## src/rtl/smi_pkg.sv

```systemverilog
package smi_pkg;
  localparam int FRAME_BITS = 64;
  localparam int TA_FIRST   = 46;
  localparam int RX_FIRST   = 56;

  typedef enum logic [1:0] {ENG_IDLE, ENG_WAIT, ENG_SHIFT} eng_state_t;
  typedef enum logic {CTL_IDLE, CTL_RUN} ctl_state_t;

  function automatic logic [2:0] size_to_bytes(input logic [1:0] code);
    case (code)
      2'd0:    return 3'd1;
      2'd1:    return 3'd2;
      default: return 3'd4;
    endcase
  endfunction
endpackage

```

## src/rtl/smi_clkgen.sv

```systemverilog
module smi_clkgen #(
  parameter int CLK_DIV = 4
) (
  input  logic clk,
  input  logic rst_n,
  output logic mdc,
  output logic rise_evt,
  output logic fall_evt
);
  localparam int HALF = CLK_DIV / 2;
  localparam int CW   = (HALF > 1) ? $clog2(HALF) : 1;
  localparam logic [CW-1:0] LAST = CW'(HALF - 1);

  logic [CW-1:0] cnt;
  logic          wrap;

  generate
    if (HALF > 1) begin : g_count
      assign wrap = (cnt == LAST);
    end else begin : g_every
      assign wrap = 1'b1;
    end
  endgenerate

  always_ff @(posedge clk or negedge rst_n) begin
    if (!rst_n) begin
      cnt <= '0;
      mdc <= 1'b0;
    end else if (wrap) begin
      cnt <= '0;
      mdc <= ~mdc;
    end else begin
      cnt <= cnt + CW'(1);
    end
  end

  assign rise_evt = wrap && !mdc;
  assign fall_evt = wrap &&  mdc;
endmodule

```

## src/rtl/smi_frame_engine.sv

```systemverilog
module smi_frame_engine
  import smi_pkg::*;
(
  input  logic       clk,
  input  logic       rst_n,
  input  logic       mdc,
  input  logic       rise_evt,
  input  logic       fall_evt,
  input  logic       start,
  input  logic [7:0] st_addr,
  input  logic       st_write,
  input  logic [7:0] st_byte,
  input  logic       mdio_i,
  output logic       mdio_o,
  output logic       mdio_oe,
  output logic       byte_done,
  output logic [7:0] rx_byte,
  output logic       idle
);
  localparam logic [5:0] LAST_BIT = 6'(FRAME_BITS - 1);
  localparam logic [5:0] TA_BIT   = 6'(TA_FIRST);
  localparam logic [5:0] RX_BIT   = 6'(RX_FIRST);

  eng_state_t state;
  logic [5:0] bitcnt;
  logic [5:0] nxt;
  logic [7:0] addr_q;
  logic [7:0] byte_q;
  logic       wr_q;
  logic [FRAME_BITS-1:0] frame_vec;

  // layout: preamble, start, opcode, PHY field, REG field, turnaround, data
  always_comb begin
    frame_vec = {32'hFFFF_FFFF, 2'b01, 2'b00,
                 ~wr_q, 1'b0, addr_q[7:5], addr_q[4:0],
                 (wr_q ? 2'b10 : 2'b00),
                 8'h00, (wr_q ? byte_q : 8'h00)};
  end

  assign nxt  = bitcnt + 6'd1;
  assign idle = (state == ENG_IDLE);

  always_ff @(posedge clk or negedge rst_n) begin
    if (!rst_n) begin
      state     <= ENG_IDLE;
      bitcnt    <= '0;
      addr_q    <= '0;
      byte_q    <= '0;
      wr_q      <= 1'b0;
      rx_byte   <= '0;
      mdio_o    <= 1'b0;
      mdio_oe   <= 1'b0;
      byte_done <= 1'b0;
    end else begin
      byte_done <= 1'b0;
      case (state)
        ENG_IDLE: begin
          if (start) begin
            addr_q  <= st_addr;
            byte_q  <= st_byte;
            wr_q    <= st_write;
            rx_byte <= '0;
            state   <= ENG_WAIT;
          end
        end
        ENG_WAIT: begin
          if (fall_evt) begin
            bitcnt  <= '0;
            mdio_o  <= frame_vec[LAST_BIT];
            mdio_oe <= 1'b1;
            state   <= ENG_SHIFT;
          end
        end
        default: begin
          if (rise_evt && !wr_q && bitcnt >= RX_BIT)
            rx_byte <= {rx_byte[6:0], mdio_i};
          if (fall_evt) begin
            if (bitcnt == LAST_BIT) begin
              mdio_o    <= 1'b0;
              mdio_oe   <= 1'b0;
              byte_done <= 1'b1;
              state     <= ENG_IDLE;
            end else begin
              bitcnt  <= nxt;
              mdio_o  <= frame_vec[LAST_BIT - nxt];
              mdio_oe <= wr_q || (nxt < TA_BIT);
            end
          end
        end
      endcase
    end
  end

  assert_drive_on_fall_R10: assert property (@(posedge clk) disable iff (!rst_n)
    !$stable(mdio_o) |-> $fell(mdc));

  assert_read_tail_released_R5: assert property (@(posedge clk) disable iff (!rst_n)
    (state == ENG_SHIFT && !wr_q && bitcnt >= TA_BIT) |-> !mdio_oe);

  assert_write_driven_R4: assert property (@(posedge clk) disable iff (!rst_n)
    (state == ENG_SHIFT && wr_q) |-> mdio_oe);

  assert_line_free_at_end_R9: assert property (@(posedge clk) disable iff (!rst_n)
    byte_done |-> !mdio_oe);
endmodule

```

## src/rtl/smi_byte_master.sv

```systemverilog
module smi_byte_master
  import smi_pkg::*;
#(
  parameter int CLK_DIV = 4
) (
  input  logic        clk,
  input  logic        rst_n,
  input  logic        req_valid,
  output logic        req_ready,
  input  logic        req_write,
  input  logic [7:0]  req_addr,
  input  logic [1:0]  req_size,
  input  logic [31:0] req_wdata,
  output logic        done,
  output logic [31:0] rd_data,
  output logic        mdc,
  output logic        mdio_o,
  output logic        mdio_oe,
  input  logic        mdio_i
);
  ctl_state_t  state;
  logic [2:0]  remaining;
  logic [7:0]  addr_q;
  logic        wr_q;
  logic [31:0] wshift;
  logic [31:0] acc;
  logic [31:0] acc_n;
  logic [2:0]  nbytes;
  logic        eng_start;
  logic        eng_idle;
  logic        byte_done;
  logic [7:0]  rx_byte;
  logic        rise_evt;
  logic        fall_evt;

  smi_clkgen #(.CLK_DIV(CLK_DIV)) u_clk (
    .clk(clk), .rst_n(rst_n), .mdc(mdc), .rise_evt(rise_evt), .fall_evt(fall_evt)
  );

  smi_frame_engine u_eng (
    .clk(clk), .rst_n(rst_n), .mdc(mdc), .rise_evt(rise_evt), .fall_evt(fall_evt),
    .start(eng_start), .st_addr(addr_q), .st_write(wr_q), .st_byte(wshift[31:24]),
    .mdio_i(mdio_i), .mdio_o(mdio_o), .mdio_oe(mdio_oe),
    .byte_done(byte_done), .rx_byte(rx_byte), .idle(eng_idle)
  );

  assign req_ready = (state == CTL_IDLE);
  assign nbytes    = size_to_bytes(req_size);
  assign acc_n     = {acc[23:0], rx_byte};

  always_ff @(posedge clk or negedge rst_n) begin
    if (!rst_n) begin
      state     <= CTL_IDLE;
      remaining <= '0;
      addr_q    <= '0;
      wr_q      <= 1'b0;
      wshift    <= '0;
      acc       <= '0;
      eng_start <= 1'b0;
      done      <= 1'b0;
      rd_data   <= '0;
    end else begin
      done      <= 1'b0;
      eng_start <= 1'b0;
      case (state)
        CTL_IDLE: begin
          if (req_valid) begin
            addr_q    <= req_addr;
            wr_q      <= req_write;
            remaining <= nbytes;
            acc       <= '0;
            wshift    <= req_wdata << (6'd8 * (6'd4 - 6'(nbytes)));
            eng_start <= 1'b1;
            state     <= CTL_RUN;
          end
        end
        default: begin
          if (byte_done) begin
            if (remaining == 3'd1) begin
              rd_data <= acc_n;
              done    <= 1'b1;
              state   <= CTL_IDLE;
            end else begin
              acc       <= acc_n;
              remaining <= remaining - 3'd1;
              addr_q    <= addr_q + 8'd1;
              wshift    <= {wshift[23:0], 8'h00};
              eng_start <= 1'b1;
            end
          end
        end
      endcase
    end
  end

  assert_done_single_R9: assert property (@(posedge clk) disable iff (!rst_n)
    done |=> !done);

  assert_busy_after_accept_R8: assert property (@(posedge clk) disable iff (!rst_n)
    (req_valid && req_ready) |=> !req_ready);

  assert_start_into_idle_engine_R6: assert property (@(posedge clk) disable iff (!rst_n)
    eng_start |-> eng_idle);

  assert_count_live_R6: assert property (@(posedge clk) disable iff (!rst_n)
    (state == CTL_RUN) |-> (remaining != 3'd0));
endmodule

```

## config.mk

```make
export PLATFORM = sky130hd
export DESIGN_NAME = smi_byte_master
export DESIGN_NICKNAME = d
export VERILOG_FILES = /design/src/rtl/smi_pkg.sv /design/src/rtl/smi_clkgen.sv /design/src/rtl/smi_frame_engine.sv /design/src/rtl/smi_byte_master.sv
export SDC_FILE = /design/constraint.sdc
export NUM_CORES = 1
export LEC_CHECK = 0
export ABC_AREA = 1
export BUFFER_PORTS_ARGS = -buffer_cell sky130_fd_sc_hd__buf_2
export CAP_MARGIN = 5
export CORE_MARGIN = 2
export CORE_UTILIZATION = 50
export DETAILED_ROUTE_END_ITERATION = 8
export PLACE_DENSITY = 0.8
export SLEW_MARGIN = 5
export SYNTH_ARGS = -nofsm -noshare
export SYNTH_HDL_FRONTEND = slang
export SYNTH_SLANG_ARGS = --single-unit
```

## constraint.sdc

```tcl
create_clock -name clk -period 1.8 [get_ports clk]
set_clock_uncertainty 0.15 [all_clocks]
set_input_delay 0.36 -clock clk [delete_from_list [all_inputs] [get_ports clk]]
set_output_delay 0.36 -clock clk [all_outputs]
set_load 0.005 [all_outputs]
```

; Word-level counts from Yosys, hierarchy flattened
; Cells that the tools add are included.
; Widths: inputs -> output; s select.
[totals]
ff_bits = 141
inputBits = 47
out_inout_bits = 37
elab_cells = 119
[classes]
addsub = 6
magnitude_cmp = 3
eq_ne = 9
shift = 1
n_mux = 53
bitwise = 5
reduce_logical = 22
[op_table]
columns = operator, count
row1 = $mux 32, 4
row2 = $mux 24, 4
row3 = $mux 8, 7
row4 = $shl 32x6->32, 1
row5 = $mux 1, 19
row6 = $mux 6, 3
row7 = $pmux 8 s2, 1
row8 = $mux 3, 4
row9 = $pmux 6 s2, 1
row10 = $reduce_and 3->1, 4
row11 = $mux 2, 5
row12 = $add 8x1->8 const B, 1
row13 = $ne 2x2->1 const B, 4
row14 = $lt 6x7->1 const B, 1
row15 = $add 6x1->6 const B, 1
row16 = $bmux 1 s6, 1
row17 = $eq 6x6->1 const B, 1
row18 = $ge 6x6->1 const B, 1
row19 = $lt 6x6->1 const B, 1
row20 = $pmux 3 s2, 1
row21 = $reduce_and 2->1, 3
row22 = $reduce_bool 2->1, 3
row23 = $sub 6x6->6 const A, 1
row24 = $not 1->1, 5
row25 = other kinds (15), 22

; Longest topological paths before layout
[logic_depth]
depth_word = 7
depth_mapped = 13
depth_no_buf = 13

; Hierarchy
; From an unflattened synthesis, not the netlist that was laid out.
[unflattened]
cells_unflattened = 875
hier_area_um2 = 6906.6
[by_module_without_submodules]
columns = mod, n_inst, cells_each, area_per_inst_um2, seq_area_each_um2
row1 = smi_byte_master, 1, 640, 4941.0, 2577.5
row2 = smi_frame_engine, 1, 225, 1885.6, 900.9
row3 = smi_clkgen, 1, 10, 80.1, 50.0

; Worst setup path after synthesis
; OpenSTA, ideal clock, no wires.
[synth_path]
path_kind = input to register
startpoint = in req_size[0]
endpoint = reg wshift[28]
arrival_ns = 1.697
required_ns = 1.518
path_slack_ns = -0.179
cell_stages = 10
path_buffers = 1
path_cell_list = nor2_4 > inv_1 > buf_2 > ha_1 > nor2_4 > inv_1 > a21oi_1 > o21ai_0 > o211ai_1 > o21ai_0
[synth_between]
elab_chain_cells = 6
elab_cells_between_ends = 7
cone_classes = 1 x add/sub / 1 x eq/ne / 1 x shift / 3 x mux / 1 x reduce/logical
[synth_lines]
columns = item, line_no
row1 = from (decl), smi_byte_master.sv:12  ; input logic [1:0] req_size,
row2 = $eq 2x1->1 or $logic_not 2->1 (tied branches), smi_pkg.sv:10  ; case (code)
row3 = $pmux 3 s2 *, smi_pkg.sv:10
row4 = $sub 3x3->3 *, smi_byte_master.sv:72  ; wshift <= req_wdata << (6'd8 * (6'd4 - 6'(nbytes)));
row5 = $shl 32x6->32 *, smi_byte_master.sv:72
row6 = $mux 32 *, smi_byte_master.sv:67  ; if (req_valid) begin
row7 = $mux 32 *, smi_byte_master.sv:65  ; case (state)
row8 = to (signal assigned), smi_byte_master.sv:72
row9 = to (signal assigned), smi_byte_master.sv:87  ; wshift <= {wshift[23:0], 8'h00};
row10 = to (decl), smi_byte_master.sv:25  ; logic [31:0] wshift;
; Mark *: on every way between the ends. The rest lies on a longest branch, timed or not. The select of a mux whose other input is x is not followed.
; A chain may end at the register's enable or synchronous reset.

; Worst setup path in the final report
[layout_path]
startpoint = reg state
endpoint = out req_ready
[layout_between]
elab_chain_cells = 1
[layout_lines]
columns = item, line_no
row1 = from (decl), smi_byte_master.sv:21  ; ctl_state_t state;
row2 = from (signal assigned), smi_byte_master.sv:53  ; state <= CTL_IDLE;
row3 = from (signal assigned), smi_byte_master.sv:74  ; state <= CTL_RUN;
row4 = from (signal assigned), smi_byte_master.sv:82  ; state <= CTL_IDLE;
row5 = $not 1->1 (no source line), -
row6 = to (decl), smi_byte_master.sv:9  ; output logic req_ready,
; Every way passes these cells.

==> flow_results.org <==
** Synthesis
- The share of the Yosys chip area taken by registers is 0.543.
- Mux contribution to synthesized area :: 0.00173
- For this run, the number of Yosys warnings is 0.
- Largest family of logic cells by synthesized area :: compound AO/OA/AOI/OAI gates
- After synthesis the cells add up to about 6500 um^2.
- Count of state elements after synthesis :: 141
- Yosys mapped a number of flops with a built-in enable equal to 0.
- Dominant register cell in the synthesized netlist :: sky130_fd_sc_hd__dfrtp_1
- Fraction of registers with async set or reset after synthesis :: 1.00
- After synthesis, the mean cell area works out to 8.49 um^2.
- Of the total synthesized cell area, the portion taken by AND, OR, NAND and NOR gates is 0.165.
- Xor/xnor cell area share of the yosys netlist :: 0.00925
- Complex-gate fraction of the synthesized area :: 0.172
- Adder-cell area share of the yosys netlist :: 0.0135
- Counting every instance in the synthesized netlist gives 765.
- Number of library cell types mapped by synthesis :: 37
- When the netlist entered floorplanning its net count stood at 819.

** Routing
- For this block, the routed nets add up to about 15000 um of wire.
- Once detail routing completed, the nets flagged for antenna violations numbered 0.
- Detailed-route vias per instance :: between 5 and 6
- Dividing the detail-routed wire length by the instance count gives 14.2 um.
- Uppermost layer routed :: met4
- Wire segments on met3 add up to around 820 um in the final route.
- The routed design uses roughly 7000 um of met2 wire.
- Residual DRC count :: 0
- Summing over every cut layer, the via total after detailed routing is 5520.
- Before antenna repair, the detailed router went through 5 iterations.
- For this block, the initial DRC count from the detailed router was ~350.
- M1 WL :: 6790 um

** Worst setup path
- Largest fanout of any net on the critical path :: 15
- Depth of the worst register-to-register path :: 8
- FF-to-FF setup slack :: 90 ps
- Worst Path Class, Setup :: register to output port
- STA classifies the critical path endpoint as an output port.
- Critical Path RT :: 1290 ps
- Data arrives at the worst endpoint at about 1200 ps.
- CP Launch Type :: register

** Global route
- For this run the aggregate overflow at the end of global routing stands at 0.
- The via count of the first global-routing pass came to 5172.
- Entering global routing, the biggest net connects 65 pins.
- The number of antenna violations at the first check in global routing was 0.
- First-pass GRT wire length :: 25000 um
- Global Route Usage Sum :: 0.222

** Worst hold path
- Cells on Worst Hold Path :: 3
- Path category of the worst min-delay check :: input port to register

** Power and ir drop
- The share of total power dissipated in the clock network is 0.463.
- Power density over the cells :: approximately 930 nW/um^2
- Combinational cell fraction of total power :: 0.071
- Cell internal power was estimated by the tool at 5510 uW.
- Of the total power, the share spent switching nets is 0.254.
- In this run the static leakage power is 0.00402 uW.
- The worst-case IR drop observed on VDD is around 0.53 mV.
- The analysis attributes to net switching a power of 1880 uW.
- Of the total power, registers draw 0.466.

** STA
- At the pin with the least slew margin, the transition time is 460 ps.
- Clock period minus final worst setup slack :: 1730 ps
- Final setup violation count :: 0
- Final hold violations :: 0
- The max-slew violation count was 0.
- Slew headroom :: 0.694
- RSZ-0062 raised after global routing :: true
- Post-route fraction of the period consumed by the critical path :: 0.960
- Achievable frequency :: ~0.58 GHz

** Placed design
- Input and output buffers added on the ports amount to a little over 80.
- The congestion estimate from routability-driven global placement came to 0.935.
- The HPWL after detailed placement is 10100 um.
- Placed insts :: just over 1000

** Floorplanning
- The die is 118 um tall.
- The die covers 13900 um^2.
- The floorplan step defined a core boundary enclosing 12700 um^2.
- Pin placement for this block handled 84 I/O pins.
- Die Width :: 118 um
- Count of standard-cell rows :: 41
- Effective utilization at floorplan :: 0.513

** Cells and area
- Summing all multi-input logic gate instances after layout gives 2410 um^2.
- Share of layout cells above drive strength 1 :: 0.205
- Layout filler cell count :: roughly 1100
- Final cell count without fillers :: 1051
- The sequential cells in the finished layout cover a total of about 3500 um^2.
- Final net count :: slightly above 900
- The area growth from synthesis to layout is 22.1%.
- For this run, the share of the core covered by cells in the final layout is 0.626.
- Count of inserted antenna diode cells :: 0

** Job
- Max-cap violations in this run came to 0.

** Clock tree
- Clock transition time at the flip-flop clock pins of the worst setup and hold paths :: 60 ps
- In this run the number of H-tree levels came out at 4.
- Clock root cell :: sky130_fd_sc_hd__clkbuf_16
- Clock tree buffer depth :: 2
- The clock reaches the later pin of the worst-skew pair after 430 ps.
- Clock tree from TritonCTS :: built
- Number of buffers created by CTS :: 17
- Counting every sink on the clock net gives around 140.

** Outcome
- Result of the run :: finished clean
worst paths after layout:
check,from,to
max reg2reg,remaining[0]$_DFFE_PN0P_,addr_q[4]$_DFFE_PN0P_
max,state$_DFF_PN0_,req_ready
min reg2reg,u_clk.cnt$_DFF_PN0_,u_clk.cnt$_DFF_PN0_
min,req_addr[6],addr_q[6]$_DFFE_PN0P_
max in group asynchronous,rst_n,state$_DFF_PN0_
min in group asynchronous,rst_n,rd_data[22]$_DFFE_PN0P_
stage by stage:
step	setup WS [ps]	setup TNS (ps)	instance area (um^2)	hold slack [ps]	total power (uW)
floorplan	-24.6	-168	6520	-85.6	3780
CTS	20.6	0	7850	17.3	7430
global placement	-4.55	-4.55	7260	175	3990
finish	71.4	0	7930	23.5	7390
detailed placement	-60.8	-535	7260	177	4010
global route	-48.7	-90.8	7930	34.2	7670
cells by family after synthesis:
logic type                 count (synthesis)
buffers and inverters                    150
adders and majority gates                  7
DFF                                      141
xor gates and xnor gates                   6
AOI/OAI and AO/OA                        200
muxes                                      1
and+or+nand+nor                          260
synth_stat cells (2+ instances only):
cell	instances	area share
sky130_fd_sc_hd__a21oi_1	38	0.029
sky130_fd_sc_hd__a31oi_1	2	0.0019
sky130_fd_sc_hd__buf_2	17	0.013
sky130_fd_sc_hd__buf_4	3	0.0035
sky130_fd_sc_hd__buf_6	3	0.0052
sky130_fd_sc_hd__clkbuf_1	13	0.0075
sky130_fd_sc_hd__dfrtp_1	141	0.54
sky130_fd_sc_hd__ha_1	7	0.013
sky130_fd_sc_hd__inv_1	108	0.062
sky130_fd_sc_hd__inv_2	4	0.0023
sky130_fd_sc_hd__nand2_1	160	0.092
sky130_fd_sc_hd__nand2_2	3	0.0029
sky130_fd_sc_hd__nand3_1	28	0.022
sky130_fd_sc_hd__nor2_1	61	0.035
sky130_fd_sc_hd__nor2_4	2	0.0035
sky130_fd_sc_hd__o211ai_1	9	0.010
sky130_fd_sc_hd__o21ai_0	93	0.072
sky130_fd_sc_hd__o21ai_1	11	0.0085
sky130_fd_sc_hd__o221ai_1	5	0.0067
sky130_fd_sc_hd__o22ai_1	34	0.033
sky130_fd_sc_hd__o32ai_1	4	0.0054
sky130_fd_sc_hd__xor2_1	4	0.0054
state kept, by name (all words and copies together) (netlist names):
register and flops:
acc 24, addr_q 8, done 1, eng_start 1, rd_data 32, remaining 3
state 1, u_clk.cnt 1, u_clk.mdc 1, u_eng.addr_q 8, u_eng.bitcnt 6, u_eng.byte_done 1
u_eng.byte_q 8, u_eng.mdio_o 1, u_eng.mdio_oe 1, u_eng.rx_byte 8, u_eng.state 2, u_eng.wr_q 1
wr_q 1, wshift 32
critical path: stages (launching register included):
cell	delay, ps
sky130_fd_sc_hd__dfrtp_2	430
sky130_fd_sc_hd__inv_2	70
sky130_fd_sc_hd__buf_6	160
sky130_fd_sc_hd__buf_2	130
power groups by stage:
stage                     clock, uW  combinational, uW  sequential, uW
final                          3420                526            3440
after global placement            0                505            3480
after global routing           3600                605            3460
after detailed placement          0                519            3500
after floorplan                   0                305            3470
after CTS                      3460                530            3440
layer usage:
| metal | vias to the layer above | track usage |
|---|---|---|
| met2 | 199 | 0.343 |
| li1 | 2690 | - |
| met1 | 2603 | 0.317 |
| met5 | - | 0 |
| met4 | 0 | 0.0633 |
| met3 | 28 | 0.0480 |
cell usage in the layout, fill, tap and decap left out, drive strengths merged, types with 9 or more instances in the layout:
| cell type | instances |
|---|---|
| inv | 121 |
| dfrtp | 141 |
| o21ai | 104 |
| clkbuf | 17 |
| o22ai | 34 |
| buf | 119 |
| a21oi | 38 |
| nand2 | 163 |
| nor2 | 64 |
| o211ai | 9 |
| nand3 | 29 |
layout make-up:
type                    count  share of cell area
clock buffers              17              0.0537
clock inverters            14              0.0189
inverters                 113              0.0541
multi-input cells         474               0.304
flip-flops and latches    141               0.445
well taps                 172              0.0271
repair buffers            120              0.0967
repair_timing:
action / in CTS / in global routing
endpoints found under the setup margin: 1 / 35
hold buffers: 1 / 0
gates resized for setup: 2 / 15
endpoints found under the hold margin: 41 / 0
setup buffers: 0 / 1
pin swaps: 0 / 1
No activity file was read; power rests on OpenSTA's default activity.
